<file path="src/rtl/pm_event_pkg.sv">
package pm_event_pkg;
    localparam int STS_TMR = 0;
    localparam int STS_GBL = 5;
    localparam int STS_PWR = 8;
    localparam int STS_RTC = 10;

    localparam logic [3:0] OFS_STS = 4'h0;
    localparam logic [3:0] OFS_EN  = 4'h2;
    localparam logic [3:0] OFS_CTL = 4'h4;
    localparam logic [3:0] OFS_TMR = 4'h8;

    typedef enum logic [1:0] {
        ARM_OFF   = 2'd0,
        ARM_WATCH = 2'd1,
        ARM_FIRED = 2'd2
    } arm_state_t;
endpackage

</file>
<file path="src/rtl/pm_tick_counter.sv">
module pm_tick_counter #(
    parameter int W = 24
) (
    input  logic         clk,
    input  logic         rst_n,
    input  logic         tick_en,
    output logic [W-1:0] count
);
    always_ff @(posedge clk) begin
        if (!rst_n)       count <= '0;
        else if (tick_en) count <= count + 1'b1;
    end


    tick_step_chk: assert property (@(posedge clk) disable iff (!rst_n)
        $past(rst_n) && $past(tick_en) |-> count == W'($past(count) + 1'b1));

    tick_hold_chk: assert property (@(posedge clk) disable iff (!rst_n)
        $past(rst_n) && !$past(tick_en) |-> $stable(count));
endmodule

</file>
<file path="src/rtl/pm_ovf_arm.sv">
module pm_ovf_arm
    import pm_event_pkg::*;
(
    input  logic clk,
    input  logic rst_n,
    input  logic msb,
    input  logic tmr_en,
    input  logic tmr_sts,
    input  logic tmr_clr,
    output logic ovf_set
);
    arm_state_t state, state_nx;
    logic       ref_msb, ref_nx;

    always_ff @(posedge clk) begin
        if (!rst_n) begin
            state   <= ARM_OFF;
            ref_msb <= 1'b0;
        end else begin
            state   <= state_nx;
            ref_msb <= ref_nx;
        end
    end

    always_comb begin
        state_nx = state;
        ref_nx   = ref_msb;
        ovf_set  = 1'b0;
        unique case (state)
            ARM_OFF: begin
                ref_nx = msb;
                if (tmr_en) state_nx = ARM_WATCH;
            end
            ARM_WATCH: begin
                if (!tmr_en) begin
                    state_nx = ARM_OFF;
                end else if (msb != ref_msb) begin
                    ovf_set  = 1'b1;
                    state_nx = ARM_FIRED;
                end
            end
            ARM_FIRED: begin
                if (tmr_clr) begin
                    ref_nx   = msb;
                    state_nx = tmr_en ? ARM_WATCH : ARM_OFF;
                end
            end
            default: state_nx = ARM_OFF;
        endcase
    end


    arm_gate_chk: assert property (@(posedge clk) disable iff (!rst_n)
        ovf_set |-> tmr_en && !tmr_sts);

    rearm_chk: assert property (@(posedge clk) disable iff (!rst_n)
        state == ARM_FIRED && tmr_clr |=> !ovf_set);
endmodule

</file>
<file path="src/rtl/pm_status_regs.sv">
module pm_status_regs
    import pm_event_pkg::*;
#(
    parameter int REG_W = 16
) (
    input  logic             clk,
    input  logic             rst_n,
    input  logic             wr_sts,
    input  logic             wr_en,
    input  logic             wr_ctl,
    input  logic [REG_W-1:0] wdata,
    input  logic [REG_W-1:0] set_vec,
    input  logic             hp_set,
    input  logic             hp_clr,
    output logic [REG_W-1:0] sts,
    output logic [REG_W-1:0] en,
    output logic [REG_W-1:0] ctl,
    output logic             hp_sts,
    output logic             tmr_clr
);
    localparam logic [REG_W-1:0] IMPL =
        (REG_W'(1) << STS_TMR) | (REG_W'(1) << STS_GBL) |
        (REG_W'(1) << STS_PWR) | (REG_W'(1) << STS_RTC);

    logic [REG_W-1:0] clr_vec;
    assign clr_vec = wr_sts ? wdata : '0;
    assign tmr_clr = clr_vec[STS_TMR] & sts[STS_TMR];

    always_ff @(posedge clk) begin
        if (!rst_n) begin
            sts    <= '0;
            en     <= '0;
            ctl    <= '0;
            hp_sts <= 1'b0;
        end else begin
            sts    <= ((sts & ~clr_vec) | set_vec) & IMPL;
            hp_sts <= (hp_sts & ~hp_clr) | hp_set;
            if (wr_en)  en  <= wdata;
            if (wr_ctl) ctl <= wdata;
        end
    end


    w1c_chk: assert property (@(posedge clk) disable iff (!rst_n)
        (clr_vec & ~set_vec) != '0 |=> (sts & $past(clr_vec & ~set_vec)) == '0);

    keep_chk: assert property (@(posedge clk) disable iff (!rst_n)
        $past(rst_n) && set_vec == '0 && $past(set_vec) == '0 |=> (sts & ~$past(clr_vec)) == ($past(sts) & ~$past(clr_vec)));

    set_win_chk: assert property (@(posedge clk) disable iff (!rst_n)
        (set_vec & IMPL) != '0 |=> (sts & $past(set_vec & IMPL)) == $past(set_vec & IMPL));

    hp_win_chk: assert property (@(posedge clk) disable iff (!rst_n)
        hp_set |=> hp_sts);
endmodule

</file>
<file path="src/rtl/pm_sci_gen.sv">
module pm_sci_gen
    import pm_event_pkg::*;
#(
    parameter int REG_W = 16
) (
    input  logic             clk,
    input  logic             rst_n,
    input  logic [REG_W-1:0] sts,
    input  logic [REG_W-1:0] en,
    input  logic             hp_sts,
    input  logic             hp_en,
    output logic             sci
);
    localparam logic [REG_W-1:0] SCI_SRC =
        (REG_W'(1) << STS_TMR) | (REG_W'(1) << STS_GBL) |
        (REG_W'(1) << STS_PWR) | (REG_W'(1) << STS_RTC);

    logic fixed_hit;
    assign fixed_hit = |(sts & en & SCI_SRC);

    always_ff @(posedge clk) begin
        if (!rst_n) sci <= 1'b0;
        else        sci <= fixed_hit | (hp_sts & hp_en);
    end
endmodule

</file>
<file path="src/rtl/pm_event_ctrl.sv">
module pm_event_ctrl
    import pm_event_pkg::*;
#(
    parameter int REG_W  = 16,
    parameter int TMR_W  = 24,
    parameter int RD_W   = 32,
    parameter int ADDR_W = 4
) (
    input  logic              clk,
    input  logic              rst_n,
    input  logic              reg_wr,
    input  logic [ADDR_W-1:0] reg_addr,
    input  logic [REG_W-1:0]  reg_wdata,
    output logic [RD_W-1:0]   reg_rdata,
    input  logic              tick_en,
    input  logic              evt_pwrbtn,
    input  logic              evt_rtc,
    input  logic              evt_glock,
    input  logic              evt_hotplug,
    input  logic              gpe_hp_en,
    input  logic              gpe_hp_clr,
    output logic              sci
);
    logic [TMR_W-1:0] count;
    logic [REG_W-1:0] sts, en, ctl, set_vec;
    logic             hp_sts, tmr_clr, ovf_set;
    logic             wr_sts, wr_en, wr_ctl;

    assign wr_sts = reg_wr && reg_addr == ADDR_W'(OFS_STS);
    assign wr_en  = reg_wr && reg_addr == ADDR_W'(OFS_EN);
    assign wr_ctl = reg_wr && reg_addr == ADDR_W'(OFS_CTL);

    always_comb begin
        set_vec          = '0;
        set_vec[STS_TMR] = ovf_set;
        set_vec[STS_GBL] = evt_glock;
        set_vec[STS_PWR] = evt_pwrbtn;
        set_vec[STS_RTC] = evt_rtc;
    end

    pm_tick_counter #(.W(TMR_W)) u_cnt (
        .clk(clk), .rst_n(rst_n), .tick_en(tick_en), .count(count));

    pm_ovf_arm u_arm (
        .clk(clk), .rst_n(rst_n), .msb(count[TMR_W-1]),
        .tmr_en(en[STS_TMR]), .tmr_sts(sts[STS_TMR]),
        .tmr_clr(tmr_clr), .ovf_set(ovf_set));

    pm_status_regs #(.REG_W(REG_W)) u_regs (
        .clk(clk), .rst_n(rst_n), .wr_sts(wr_sts), .wr_en(wr_en),
        .wr_ctl(wr_ctl), .wdata(reg_wdata), .set_vec(set_vec),
        .hp_set(evt_hotplug), .hp_clr(gpe_hp_clr), .sts(sts), .en(en),
        .ctl(ctl), .hp_sts(hp_sts), .tmr_clr(tmr_clr));

    pm_sci_gen #(.REG_W(REG_W)) u_sci (
        .clk(clk), .rst_n(rst_n), .sts(sts), .en(en),
        .hp_sts(hp_sts), .hp_en(gpe_hp_en), .sci(sci));

    always_comb begin
        unique case (reg_addr)
            ADDR_W'(OFS_STS): reg_rdata = RD_W'(sts);
            ADDR_W'(OFS_EN):  reg_rdata = RD_W'(en);
            ADDR_W'(OFS_CTL): reg_rdata = RD_W'(ctl);
            ADDR_W'(OFS_TMR): reg_rdata = RD_W'(count);
            default:          reg_rdata = '0;
        endcase
    end


    rd_zero_chk: assert property (@(posedge clk) disable iff (!rst_n)
        reg_addr != ADDR_W'(OFS_STS) && reg_addr != ADDR_W'(OFS_EN) &&
        reg_addr != ADDR_W'(OFS_CTL) && reg_addr != ADDR_W'(OFS_TMR) |-> reg_rdata == '0);

    sci_fixed_chk: assert property (@(posedge clk) disable iff (!rst_n)
        (sts[STS_RTC] && en[STS_RTC]) || (sts[STS_PWR] && en[STS_PWR]) ||
        (sts[STS_GBL] && en[STS_GBL]) || (sts[STS_TMR] && en[STS_TMR]) |=> sci);

    sci_hp_chk: assert property (@(posedge clk) disable iff (!rst_n)
        hp_sts && gpe_hp_en |=> sci);

    tmr_rise_chk: assert property (@(posedge clk) disable iff (!rst_n)
        $past(rst_n) && $rose(sts[STS_TMR]) |-> $past(en[STS_TMR]));
endmodule

</file>
<file path="config.mk">
export PLATFORM = sky130hd
export DESIGN_NAME = pm_event_ctrl
export DESIGN_NICKNAME = d
export VERILOG_FILES = /design/src/rtl/pm_event_pkg.sv /design/src/rtl/pm_tick_counter.sv /design/src/rtl/pm_ovf_arm.sv /design/src/rtl/pm_status_regs.sv /design/src/rtl/pm_sci_gen.sv /design/src/rtl/pm_event_ctrl.sv
export SDC_FILE = /design/constraint.sdc
export NUM_CORES = 1
export LEC_CHECK = 0
export ABC_AREA = 1
export BUFFER_PORTS_ARGS = -buffer_cell sky130_fd_sc_hd__buf_4
export CELL_PAD_IN_SITES_DETAIL_PLACEMENT = 1
export CELL_PAD_IN_SITES_GLOBAL_PLACEMENT = 2
export CORE_ASPECT_RATIO = 0.7
export CORE_MARGIN = 10
export CORE_UTILIZATION = 32
export DETAILED_ROUTE_END_ITERATION = 16
export PLACE_DENSITY_LB_ADDON = 0.1
export SLEW_MARGIN = 20
export SYNTH_ARGS = -nofsm -noshare
export SYNTH_HDL_FRONTEND = slang
export SYNTH_SLANG_ARGS = --single-unit
</file>
<file path="constraint.sdc">
create_clock -name clk -period 3.6 [get_ports clk]
set_input_delay 0.54 -clock clk [delete_from_list [all_inputs] [get_ports clk]]
set_output_delay 0.54 -clock clk [all_outputs]
set_load 0.01 [all_outputs]
</file>
==> results.sh <==
export IMPL_first_global_vias=3150
export IMPL_hold_buffers=0
export IMPL_synthMostInstantiatedCell="nand2_1"
export IMPL_path_clk_slew_ns=0.05
export IMPL_p_seq_frac=0.456
export IMPL_p_sw_uw=371
export IMPL_drv_cap=0
export IMPL_syn_area_um2=3140
export IMPL_reg2reg_from="u_cnt.count[0]"
export IMPL_numCtsBuffers=9
export IMPL_synth_top_area_frac=0.415
export IMPL_synth_cell_types=31
export IMPL_ant_nets=0
export IMPL_worst_slew_pin_slew_ns=0.696
export IMPL_ctsResizeCount=0
export IMPL_hold_path_endpoint="u_regs.sts[8]"
export IMPL_cp_arrival_ns=1.93
export IMPL_start_util=0.325
export IMPL_internal_power_uw=1260
export IMPL_timing_slew_headroom=0.535
export IMPL_fillers=1219
export IMPL_synth_largest_area_cell="dfxtp_1"
export IMPL_synthFlopType="dfxtp_1"
export IMPL_swShare=0.228
export IMPL_cp_required_ns=3.06
export IMPL_vias_per_cell=4.86
export IMPL_wl_per_cell_um=16.0
export IMPL_fin_setup_tns_ns=0
export IMPL_seqCellArea_um2=1300
export IMPL_async_reset_ff_frac=0
export IMPL_die_w_um=138
export IMPL_postCtsSetupBuffers=0
export IMPL_routed_wl_um=10100
export IMPL_cts_root_buffer="clkbuf_16"
export IMPL_num_rows=30
export IMPL_post_dp_hpwl_um=7610
export IMPL_vias=3081
export IMPL_netlist_instances=450
export IMPL_drt_initial_drc_count=149
export IMPL_ys_seq_area_frac=0.415
export IMPL_setup_viol=0
export IMPL_worst_path_most_repeated_cell="buf_4"
export IMPL_grt_max_degree=41
export IMPL_peakVddDrop_v=0.000177
export IMPL_synth_edf_count=0
export IMPL_post_place_ws_ns=1.13
export IMPL_area_growth_pct=23.8
export IMPL_fin_cells=634
export IMPL_p_clk_frac=0.480
export IMPL_multiInputGateArea_um2=1490
export IMPL_die_h_um=103
export IMPL_port_buffers=54
export IMPL_p_comb_frac=0.064
export IMPL_reg2reg_to="u_cnt.count[10]"
export IMPL_yosysWarnings=0
export IMPL_gp_congestion=0.746
export IMPL_place_inst=619
export IMPL_cts_buffer_depth=2
export IMPL_status="finished clean"
export IMPL_clock_fmax_ghz=0.405
export IMPL_io_pins=63
export IMPL_min_delay_start="evt_pwrbtn"
export IMPL_hp_class="in2reg"
export IMPL_diodes=0
export IMPL_period_minus_slack_ns=2.47
export IMPL_max_stage_delay_ns=0.37
export IMPL_total_leakage_power_uw=0.00149
export IMPL_clock_sinks=65
export IMPL_min_path_cells=3
export IMPL_fin_worst_skew_ns=0.00211
export IMPL_cts_tree="yes"
export IMPL_synth_common_cells="nand2_1, dfxtp_1, a21oi_1, inv_1, nor2_1"
export IMPL_rsz0062_at_grt="no"
export IMPL_insertion_delay_ns=0.33
export IMPL_worstSetupStartpointType="input pin"
export IMPL_antenna_found_initial=0
export IMPL_grt_ovfl_total=0
export IMPL_path_cells="buf_4 -> nor2_2 -> inv_2 -> nor3_4 -> buf_4 -> nand2_1 -> o2111ai_1 -> buf_4"
export IMPL_grt_total_usage=0.146
export IMPL_grt_pass1_wl_um=16500
export IMPL_dr_pass1_iters=6
export IMPL_cts_max_level=3
export IMPL_hold_viol=0
export IMPL_ys_ff_latch=65
export IMPL_cp_end_kind="output pin"
export IMPL_crit_type="in2out"
export IMPL_fin_crit_sh=0.685
export IMPL_core_area_um2=9650
export IMPL_p_per_area_nw_per_um2=419
export IMPL_rrSetupSlack_ns=1.89
export IMPL_fin_nets=533
export IMPL_final_setup_worst_slack_ns=1.13
export IMPL_layout_drive_gt1_share=0.162
export IMPL_r2r_cells=8
export IMPL_path_max_fanout=15
export IMPL_drv_slew=0
export IMPL_crit_slowest_cell="nor3_4"
export IMPL_synthTopCellsByArea="dfxtp_1, nand2_1, a21oi_1"
export IMPL_dieArea_um2=14200
export IMPL_route_detailed_drc=0
export IMPL_avgSynthCellArea_um2=6.98
## per-layer routing
| layer | routed length [µm] | vias up | GRT usage |
|---|---|---|---|
| met2 | 4620 | 49 | 0.240 |
| met1 | 4910 | 1448 | 0.177 |
| met5 | 0 | - | 0 |
| met3 | 463 | 13 | 0.0520 |
| li1 | - | 1571 | - |
| met4 | 136 | 0 | 0.0428 |
## logic make-up (layout without fill, tap and decap cells)
kind of cell | count (synthesis) | count (layout) | synth area share
AO/OA/AOI/OAI | 112 | 112 | 0.199
XOR/XNOR | 1 | 1 | 0.00279
adder cells (fa/ha/maj) | 1 | 1 | 0.00399
buffers and inverters | 89 | 138 | 0.121
flip-flops | 65 | 65 | 0.415
other | 1 | 8 | 0.00119
AND/OR/NAND/NOR | 181 | 181 | 0.258
## power groups by stage
stage / combinational, µW / sequential, µW / clock, µW
after detailed placement: 105 / 758 / 0
after global routing: 118 / 744 / 840
after floorplan: 60.4 / 754 / 0
final: 104 / 743 / 781
after CTS: 105 / 742 / 806
after global placement: 102 / 757 / 0
## final cells by class
type	instances	area share
sequential	65	0.335
clock buffer	15	0.0663
timing repair buffer	59	0.114
tap	128	0.0412
multi-input combinational	303	0.382
inverter	64	0.0618
## worst max-delay path: cells and delay by family
| kind | cells | cell delay, ns |
|---|---|---|
| AO/OA/AOI/OAI | 1 | 0.11 |
| AND/OR/NAND/NOR | 3 | 0.61 |
| buffers and inverters | 4 | 0.65 |
## flip-flops by register name, indices dropped and copies added, names as in the netlist
name / flops
u_arm.ref_msb: 1
u_arm.state: 2
u_cnt.count: 24
u_regs.ctl: 16
u_regs.en: 16
u_regs.hp_sts: 1
u_regs.sts: 4
u_sci.sci: 1
## through the flow
step	util	instance area (µm²)	hold slack, ns	power, µW
after floorplan	-	3170	0.430	814
after global placement	0.376	3630	0.442	859
after detailed placement	0.376	3630	0.451	862
after CTS	0.403	3890	0.413	1650
after global routing	0.403	3890	0.426	1700
final	0.403	3890	0.420	1630
## cells in the final DEF (no fill, tap or decap), types with 5 or more instances in the layout
master,Yosys,final
nand2_1,88,88
nand3_1,28,28
inv_1,61,61
a21oi_1,61,61
clkbuf_16,0,9
clkbuf_1,9,5
conb_1,1,8
dfxtp_1,65,65
nor2_1,37,37
o21ai_0,29,29
o221ai_1,10,10
nor3_1,10,10
buf_4,10,59
## how the worst max path moves through the flow
stage,end,from
4_1_cts,reg_rdata[0],reg_addr[0]
5_1_grt,reg_rdata[0],reg_addr[0]
3_3_place_gp,reg_rdata[0],reg_addr[0]
6_report,reg_rdata[0],reg_addr[0]
3_5_place_dp,reg_rdata[0],reg_addr[0]
2_1_floorplan,reg_rdata[0],reg_addr[3]
No activity file was read; power rests on OpenSTA's default activity.
